[src/rtl/pgs_pkg.sv]
package pgs_pkg;
  typedef enum logic [2:0] {
    ST_ON, ST_ISO, ST_SAVE, ST_OFF, ST_RAMP, ST_SETTLE, ST_RESTORE, ST_DEISO
  } pgs_state_e;
endpackage

[src/rtl/pgs_timer.sv]
module pgs_timer #(
  parameter int CNT_W = 8
) (
  input  logic             clk_i,
  input  logic             rst_ni,
  input  logic             load_i,
  input  logic [CNT_W-1:0] load_val_i,
  output logic             expired_o
);
  localparam logic [CNT_W-1:0] ONE = CNT_W'(1);
  logic [CNT_W-1:0] cnt_q;
  logic [CNT_W-1:0] load_eff;

  // zero count behaves as one so every interval lasts at least a cycle
  assign load_eff  = (load_val_i == '0) ? ONE : load_val_i;
  assign expired_o = (cnt_q == ONE);

  always_ff @(posedge clk_i or negedge rst_ni) begin
    if (!rst_ni)          cnt_q <= ONE;
    else if (load_i)      cnt_q <= load_eff;
    else if (cnt_q > ONE) cnt_q <= cnt_q - ONE;
  end

  a_r7_count_nonzero: assert property (@(posedge clk_i) disable iff (!rst_ni)
    load_i |=> (cnt_q != '0));
endmodule

[src/rtl/pgs_switch_chain.sv]
module pgs_switch_chain #(
  parameter int N_STAGES = 4
) (
  input  logic                clk_i,
  input  logic                rst_ni,
  input  logic                clear_i,
  input  logic                start_i,
  input  logic                step_i,
  output logic [N_STAGES-1:0] sw_o,
  output logic                all_on_o
);
  logic [N_STAGES-1:0] sw_q;

  for (genvar i = 0; i < N_STAGES; i++) begin : g_stage
    logic nxt;
    if (i == 0) begin : g_first
      always_comb begin
        if (clear_i)               nxt = 1'b0;
        else if (start_i || step_i) nxt = 1'b1;
        else                       nxt = sw_q[0];
      end
    end else begin : g_rest
      always_comb begin
        if (clear_i || start_i) nxt = 1'b0;
        else if (step_i)        nxt = sw_q[i-1];
        else                    nxt = sw_q[i];
      end
    end
    always_ff @(posedge clk_i or negedge rst_ni) begin
      if (!rst_ni) sw_q[i] <= 1'b1;
      else         sw_q[i] <= nxt;
    end
  end

  assign sw_o     = sw_q;
  assign all_on_o = &sw_q;

  a_r6_single_stage: assert property (@(posedge clk_i) disable iff (!rst_ni)
    1'b1 |=> ($countones(sw_q) <= $countones($past(sw_q)) + 1));
  a_r6_thermometer: assert property (@(posedge clk_i) disable iff (!rst_ni)
    ((sw_q & (sw_q + 1'b1)) == '0));
endmodule

[src/rtl/pgs_gate_decide.sv]
module pgs_gate_decide #(
  parameter int IDLE_W = 16
) (
  input  logic [IDLE_W-1:0] idle_est_i,
  input  logic [IDLE_W-1:0] break_even_i,
  output logic              gate_ok_o
);
  assign gate_ok_o = (idle_est_i >= break_even_i);
endmodule

[src/rtl/pwr_gate_seq.sv]
module pwr_gate_seq
  import pgs_pkg::*;
#(
  parameter int N_STAGES = 4,
  parameter int CNT_W    = 8,
  parameter int IDLE_W   = 16
) (
  input  logic                clk_i,
  input  logic                rst_ni,
  input  logic                sleep_req_i,
  input  logic [IDLE_W-1:0]   idle_est_i,
  input  logic [IDLE_W-1:0]   break_even_i,
  input  logic                ret_en_i,
  input  logic                wake_req_i,
  input  logic [CNT_W-1:0]    stage_gap_i,
  input  logic [CNT_W-1:0]    settle_i,
  output logic                iso_en_o,
  output logic                save_o,
  output logic                restore_o,
  output logic [N_STAGES-1:0] sw_en_o,
  output logic                ready_o
);
  pgs_state_e state_q, state_d;
  logic ret_q, ret_d, wake_pend_q, wake_pend_d;
  logic gate_ok, tmr_load, tmr_exp;
  logic [CNT_W-1:0] tmr_val;
  logic sw_clear, sw_start, sw_step, sw_all_on;

  pgs_gate_decide #(.IDLE_W(IDLE_W)) i_decide (
    .idle_est_i  (idle_est_i),
    .break_even_i(break_even_i),
    .gate_ok_o   (gate_ok)
  );

  pgs_timer #(.CNT_W(CNT_W)) i_timer (
    .clk_i     (clk_i),
    .rst_ni    (rst_ni),
    .load_i    (tmr_load),
    .load_val_i(tmr_val),
    .expired_o (tmr_exp)
  );

  pgs_switch_chain #(.N_STAGES(N_STAGES)) i_chain (
    .clk_i   (clk_i),
    .rst_ni  (rst_ni),
    .clear_i (sw_clear),
    .start_i (sw_start),
    .step_i  (sw_step),
    .sw_o    (sw_en_o),
    .all_on_o(sw_all_on)
  );

  always_comb begin
    state_d     = state_q;
    ret_d       = ret_q;
    wake_pend_d = wake_pend_q;
    tmr_load    = 1'b0;
    tmr_val     = stage_gap_i;
    sw_clear    = 1'b0;
    sw_start    = 1'b0;
    sw_step     = 1'b0;
    unique case (state_q)
      ST_ON: if (sleep_req_i && gate_ok) begin
        state_d     = ST_ISO;
        ret_d       = ret_en_i;
        wake_pend_d = 1'b0;
      end
      ST_ISO: begin
        wake_pend_d = wake_pend_q | wake_req_i;
        if (ret_q) state_d = ST_SAVE;
        else begin
          state_d  = ST_OFF;
          sw_clear = 1'b1;
        end
      end
      ST_SAVE: begin
        wake_pend_d = wake_pend_q | wake_req_i;
        state_d     = ST_OFF;
        sw_clear    = 1'b1;
      end
      ST_OFF: if (wake_req_i || wake_pend_q) begin
        state_d     = ST_RAMP;
        wake_pend_d = 1'b0;
        sw_start    = 1'b1;
        tmr_load    = 1'b1;
      end
      ST_RAMP: if (tmr_exp) begin
        tmr_load = 1'b1;
        if (sw_all_on) begin
          state_d = ST_SETTLE;
          tmr_val = settle_i;
        end else begin
          sw_step = 1'b1;
        end
      end
      ST_SETTLE:  if (tmr_exp) state_d = ret_q ? ST_RESTORE : ST_DEISO;
      ST_RESTORE: state_d = ST_DEISO;
      ST_DEISO:   state_d = ST_ON;
      default:    state_d = ST_ON;
    endcase
  end

  always_ff @(posedge clk_i or negedge rst_ni) begin
    if (!rst_ni) begin
      state_q     <= ST_ON;
      ret_q       <= 1'b0;
      wake_pend_q <= 1'b0;
    end else begin
      state_q     <= state_d;
      ret_q       <= ret_d;
      wake_pend_q <= wake_pend_d;
    end
  end

  assign iso_en_o  = (state_q != ST_ON) && (state_q != ST_DEISO);
  assign save_o    = (state_q == ST_SAVE);
  assign restore_o = (state_q == ST_RESTORE);
  assign ready_o   = (state_q == ST_ON);

  a_r4_iso_covers_off: assert property (@(posedge clk_i) disable iff (!rst_ni)
    !(&sw_en_o) |-> iso_en_o);
  a_r9_ready_live: assert property (@(posedge clk_i) disable iff (!rst_ni)
    ready_o |-> ((&sw_en_o) && !iso_en_o));
  a_r9_deiso_first: assert property (@(posedge clk_i) disable iff (!rst_ni)
    $rose(ready_o) |-> $past(!iso_en_o && (&sw_en_o)));
  a_r5_save_powered: assert property (@(posedge clk_i) disable iff (!rst_ni)
    save_o |-> (iso_en_o && (&sw_en_o)));
  a_r5_open_after_save: assert property (@(posedge clk_i) disable iff (!rst_ni)
    save_o |=> (sw_en_o == '0));
  a_r8_restore_clamped: assert property (@(posedge clk_i) disable iff (!rst_ni)
    restore_o |-> (iso_en_o && (&sw_en_o)));
  a_r2_accept: assert property (@(posedge clk_i) disable iff (!rst_ni)
    (ready_o && sleep_req_i && (idle_est_i >= break_even_i)) |=> (iso_en_o && !ready_o));
  a_r3_short_idle: assert property (@(posedge clk_i) disable iff (!rst_ni)
    (ready_o && sleep_req_i && (idle_est_i < break_even_i)) |=> ready_o);
  a_r11_wake_when_on: assert property (@(posedge clk_i) disable iff (!rst_ni)
    (ready_o && !sleep_req_i) |=> ready_o);
  a_r10_wake_from_off: assert property (@(posedge clk_i) disable iff (!rst_ni)
    (state_q == ST_OFF && state_d == ST_RAMP) |=> (sw_en_o == N_STAGES'(1)));
endmodule

[config.mk]
export PLATFORM = sky130hd
export DESIGN_NAME = pwr_gate_seq
export DESIGN_NICKNAME = d
export VERILOG_FILES = /design/src/rtl/pgs_pkg.sv /design/src/rtl/pgs_timer.sv /design/src/rtl/pgs_switch_chain.sv /design/src/rtl/pgs_gate_decide.sv /design/src/rtl/pwr_gate_seq.sv
export SDC_FILE = /design/constraint.sdc
export NUM_CORES = 1
export LEC_CHECK = 0
export ABC_AREA = 1
export BUFFER_PORTS_ARGS = -buffer_cell sky130_fd_sc_hd__clkbuf_2
export CORE_UTILIZATION = 42
export DETAILED_ROUTE_END_ITERATION = 6
export PLACE_DENSITY = 0.8
export SLEW_MARGIN = 10
export SYNTH_ARGS = -nofsm -noshare
export SYNTH_HDL_FRONTEND = slang
export SYNTH_SLANG_ARGS = --single-unit
[constraint.sdc]
create_clock -name clk_i -period 2.2 [get_ports clk_i]
set_input_delay 0.11 -clock clk_i [delete_from_list [all_inputs] [get_ports clk_i]]
set_output_delay 0.11 -clock clk_i [all_outputs]
set_load 0.01 [all_outputs]
# Word-level counts from Yosys, hierarchy flattened
# Index checks and enable logic that the tools add are counted.
dict set report word_totals {
  output_inout_bits 8
  register_bits 17
  inputBits 53
  word_cells 77
}
dict set report classes {
  n_mux 34
  add_sub_neg 1
  eq_ne 14
  reduce_logical 17
  n_bitwise 1
  order_cmp 2
}
# operator n
set ops {}
lappend ops {{two-way mux 8 bit} 6}
lappend ops {{case mux 3 bit (8 select lines)} 1}
lappend ops {{two-way mux 1 bit} 19}
lappend ops {{>= comparator 16 bit} 1}
lappend ops {{two-way mux 3 bit} 5}
lappend ops {{equality test 3 bit, second input constant} 4}
lappend ops {{equality test 8 x 1 -> 1 bit, second input constant} 1}
lappend ops {{> comparator 8 x 1 -> 1 bit, second input constant} 1}
lappend ops {{logical NOT 8 bit} 1}
lappend ops {{inequality test 2 x 1 -> 1 bit, second input constant} 4}
lappend ops {{subtractor 8 x 1 -> 8 bit, second input constant} 1}
lappend ops {{equality test 3 x 2 -> 1 bit, second input constant} 2}
lappend ops {{nonzero test 2 bit} 3}
lappend ops {{nonzero test 3 bit} 2}
lappend ops {{AND reduction 5 bit} 1}
lappend ops {{case mux 1 bit (2 select lines)} 2}
lappend ops {{AND reduction 4 bit} 1}
lappend ops {{equality test 3 x 1 -> 1 bit, second input constant} 1}
lappend ops {{logical NOT 3 bit} 1}
lappend ops {{logical OR 1 bit} 3}
lappend ops {{inequality test 3 bit, second input constant} 1}
lappend ops {{case mux 1 bit (3 select lines)} 1}
lappend ops {{AND reduction 3 bit} 1}
lappend ops {{logical AND 1 bit} 2}
lappend ops {{other kinds (4)} 4}

# Depth between registers and ports, before layout
dict set report logic_depth {
  depth_word 7
  mapped_depth 15
  depth_no_buf 15
}

# Hierarchy
# A second synthesis with hierarchy kept.
dict set report hier_totals {
  hier_cells 265
  hier_area_um2 1760.4
}
# module instances seq_area_each_um2 area_per_inst_um2 cells_each
set modules_own_cells {}
lappend modules_own_cells {pgs_timer 1 201.4 620.6 92}
lappend modules_own_cells {pwr_gate_seq 1 125.1 528.0 79}
lappend modules_own_cells {pgs_gate_decide 1 0.0 417.9 69}
lappend modules_own_cells {pgs_switch_chain 1 105.1 193.9 25}

# Least setup slack after synthesis
# OpenSTA, ideal clock, no wires.
dict set report synth_timing {
  path_kind {reg-to-reg}
  start {register i_timer.cnt_q[0]}
  end {register i_timer.cnt_q[0]}
  path_buffers 1
  setup_ns 0.080
  t_required_ns 2.120
  path_slack_ns 0.624
  stages_incl_launch_ff 9
  t_arrival_ns 1.496
  period_less_slack_ns 1.576
  cell_sequence {dfstp_2 -> ha_1 -> nand2_2 -> nor2_4 -> buf_6 -> nand3_4 -> or2_0 -> a21oi_1 -> a21oi_1}
}
dict set report synth_via {
  elab_chain_len 6
  elab_cells_between_ends 12
  classes_between {add/sub (1); order compare (1); eq/ne (1); mux (7); reduce/logical (2)}
}
# item line
set synth_lines {}
lappend synth_lines {{from (decl)} pgs_timer.sv:11} ;# logic [CNT_W-1:0] cnt_q;
lappend synth_lines {{from (signal assigned)} pgs_timer.sv:20} ;# else if (load_i) cnt_q <= load_eff;
lappend synth_lines {{from (signal assigned)} pgs_timer.sv:21} ;# else if (cnt_q > ONE) cnt_q <= cnt_q - ONE;
lappend synth_lines {{equality test 8 x 1 -> 1 bit} pgs_timer.sv:16} ;# assign expired_o = (cnt_q == ONE);
lappend synth_lines {{two-way mux 8 bit} pwr_gate_seq.sv:87} ;# ST_RAMP: if (tmr_exp) begin
lappend synth_lines {{two-way mux 8 bit} pwr_gate_seq.sv:62} ;# unique case (state_q)
lappend synth_lines {{logical NOT 8 bit} pgs_timer.sv:15} ;# assign load_eff = (load_val_i == '0) ? ONE : load_val_i;
lappend synth_lines {{two-way mux 8 bit} pgs_timer.sv:15}
lappend synth_lines {{two-way mux 8 bit} pgs_timer.sv:20}
# Several ways; a longest one is shown, not always the timed one. The select of a mux whose other input is x is not followed.
# A chain may end at the register's enable or synchronous reset.

# Worst setup path after layout
dict set report layout_timing {
  start {register i_timer.cnt_q[0]}
  end {register i_timer.cnt_q[1]}
}
# The elaborated chain is that of the path after synthesis.

==> results.py <==
metrics = {
    "status": {
        "status": "complete, no violations",
    },
    "sta": {
        "maxSlewViolCount": 0,
        "layout_min_cycle_time_ns": 1.86,
        "worst_pin_slew_ns": 0.418,
        "report.final.setup_viol": 0,
        "skew_ns": 0.00147,
        "min_period_over_period_pct": 84.7,
        "fin_setup_tns_ns": 0,
        "rsz0062_at_grt": "false",
        "holdWs_ns": 0.0962,
        "max_freq_mhz": 537,
        "hold_viol": 0,
        "max_slew_margin_pct": 72.1,
    },
    "synth": {
        "yosys.area_share.adder_pct": 12.9,
        "synth_simple_gate_area_share_pct": 33.7,
        "synthTopCellsByArea": "dfrtp_1, ha_1, nand2_1",
        "synth-compound-area-share_pct": 12.8,
        "yosys.cell_types.count": 34,
        "yosysWarnings": 0,
        "synth-edff-count": 0,
        "async_reset_ff_share_pct": 100,
        "yosysMostFrequentCell": "nand2_1",
        "synth_ff_type": "dfrtp_1",
        "synth_xor_xnor_area_share_pct": 1.51,
        "syn_nets": 319,
        "synth_top_family_by_area": "simple AND/OR/NAND/NOR gates",
        "ys_seq_area_share_pct": 24.8,
        "synth_area_per_cell_um2": 7.03,
        "synthMuxAreaShare_pct": 0,
        "synth.top_cell.area_share_pct": 17.2,
        "syn-instance-count": 248,
        "synth_area_um2": 1740,
        "synth_top_area_cell": "dfrtp_1",
        "netlist_top_cells_count": "nand2_1, inv_1, ha_1",
        "ys_ff_latch": 17,
    },
    "finish": {
        "drive_gt1_share_pct": 31.6,
        "final_nets": 382,
        "area_growth_pct": 22.0,
        "antennaDiodeCount": 0,
        "post-route-util_pct": 53.1,
    },
    "worst_setup_path": {
        "arrival_ns": 2.01,
        "end_kind": "flip-flop",
        "timing.rr.start": "i_timer.cnt_q[0]",
        "rr_endpoint": "i_timer.cnt_q[1]",
        "cp.required_ns": 2.35,
        "rrSetupSlack_ns": 0.34,
        "worstPathMaxFanout": 13,
        "worstSetupStartpointType": "flip-flop",
        "rr_worst_depth": 10,
        "path_class": "flip-flop to flip-flop",
    },
    "route": {
        "ant_nets": 0,
        "routed_via_density": 4.80,
        "drtPass1Iterations": 4,
        "drt_wl_total_mm": 3.68,
        "num_vias": 1729,
        "initialDrtViolationCount": 94,
        "drt-wirelength-per-cell_um": 10.2,
        "drcViolationCount": 0,
    },
    "cts": {
        "cts_tree": "yes",
        "clk_pin_slew_ns": 0.07,
        "clk_latency_ns": 0.26,
        "numCtsBuffers": 3,
        "ctsLongestPathBuffers": 2,
        "cts.sinks": 17,
        "h-tree-depth": 1,
        "clock_tree.root_cell": "clkbuf_8",
    },
    "power_and_ir_drop": {
        "leakage_nw": 1.26,
        "power.density_nw_per_um2": 886,
        "vdd_drop_max_uv": 376,
    },
    "place": {
        "place.gp.congestion": 0.855,
        "port_buffers": 60,
        "dp_hpwl_mm": 3.17,
    },
    "grt": {
        "grt.overflow.total": 0,
        "antenna_found_initial": 0,
        "grtUsageTotal_pct": 18.6,
        "grt_pass1_wl_mm": 6.32,
        "grt_max_degree": 18,
        "grt_pass1_vias": 1620,
    },
    "die": {
        "die_x_um": 66.4,
        "io-pin-count": 61,
        "rows": 23,
        "die-area_um2": 4410,
        "die_h_um": 66.4,
        "core_area_um2": 4000,
        "start_util_pct": 43.6,
    },
    "worst_hold_path": {
        "whs_path_depth": 3,
        "min_from": "ret_en_i",
        "hold_class": "input port to flip-flop",
        "worstHoldEndpoint": "ret_q",
    },
    "run": {
        "drv_cap": 0,
    },
}
power breakdown:
part	switching, mW	leakage (nW)	internal, mW
Combinational	0.634	1.04	0.407
Clock	0.111	0.0255	0.126
Sequential	0.140	0.192	0.465
kinds of logic after synthesis:
family / after synthesis
adder cells (fa/ha/maj): 18
flip-flops: 17
buffers and inverters: 58
AND/OR/NAND/NOR: 113
AO/OA/AOI/OAI: 39
XOR/XNOR: 3
final cells by class:
| cell class | count | area, µm² |
|---|---|---|
| Clock buffer | 3 | 41.3 |
| Clock inverter | 1 | 5.00 |
| Timing Repair Buffer | 61 | 310 |
| Sequential cell | 17 | 432 |
| Inverter | 55 | 211 |
| Fill cell | 383 | 1870 |
| Multi-Input combinational cell | 173 | 1060 |
| Tap cell | 50 | 62.6 |
state kept, by name, indices dropped and copies added (netlist names):
signal / flops
wake_pend_q: 1
ret_q: 1
i_timer.cnt_q: 8
i_chain.sw_o: 4
state_q: 3
per-stage QoR:
stage / worst slack (ns) / area [µm²] / cells / total power, mW
after floorplan: 0.624 / 1740 / 248 / 1.41
after global placement: 0.406 / 2070 / 355 / 1.62
after detailed placement: 0.355 / 2070 / 355 / 1.64
after CTS: 0.349 / 2130 / 360 / 1.89
after global routing: 0.175 / 2130 / 360 / 2.07
final: 0.337 / 2130 / 360 / 1.88
layout by cell type (no fill, tap or decap), drive strengths merged, types with 2 or more instances in the layout:
| master | synthesis | layout |
|---|---|---|
| inv | 55 | 55 |
| xor2 | 3 | 3 |
| dfrtp | 12 | 12 |
| nor3 | 4 | 4 |
| ha | 18 | 18 |
| clkbuf | 0 | 63 |
| a21oi | 17 | 17 |
| a31oi | 2 | 2 |
| o21ai | 15 | 15 |
| dfstp | 5 | 5 |
| nand2 | 64 | 64 |
| nand3 | 9 | 9 |
| or2 | 3 | 3 |
| nand4 | 11 | 11 |
| nor2 | 22 | 22 |
worst max-delay path by stage:
stage	slack, ns	to	cells after the start	from
after floorplan	0.62	i_timer.cnt_q[0]	8	i_timer.cnt_q[0]
after global placement	0.41	i_timer.cnt_q[1]	10	i_timer.cnt_q[0]
after detailed placement	0.35	i_timer.cnt_q[1]	10	i_timer.cnt_q[0]
after CTS	0.35	i_timer.cnt_q[1]	10	i_timer.cnt_q[0]
after global routing	0.18	i_timer.cnt_q[1]	10	i_timer.cnt_q[0]
final	0.34	i_timer.cnt_q[1]	10	i_timer.cnt_q[0]
critical path: stages, from the launching register on:
cell     delay, ns
dfstp_2       0.56
ha_1          0.17
nand2_2       0.08
nor2_4        0.27
nand2_2       0.13
nand2_4       0.17
inv_4         0.07
nand2_4       0.08
inv_2         0.05
a21oi_2       0.11
o21ai_1       0.07
per-layer routing:
metal  global-route usage [%]  share of wire (%)
met3                     2.24                3.0
met4                     9.31                2.6
met1                     22.6                 46
met5                        0                  0
met2                     32.0                 48
repair_timing:
action,CTS,global route
gates resized for setup,0,0
setup buffers,0,0
hold buffers,1,0
endpoints found under the hold margin,12,0
endpoints found under the setup margin,0,0
No activity file was read; power rests on OpenSTA's default activity.
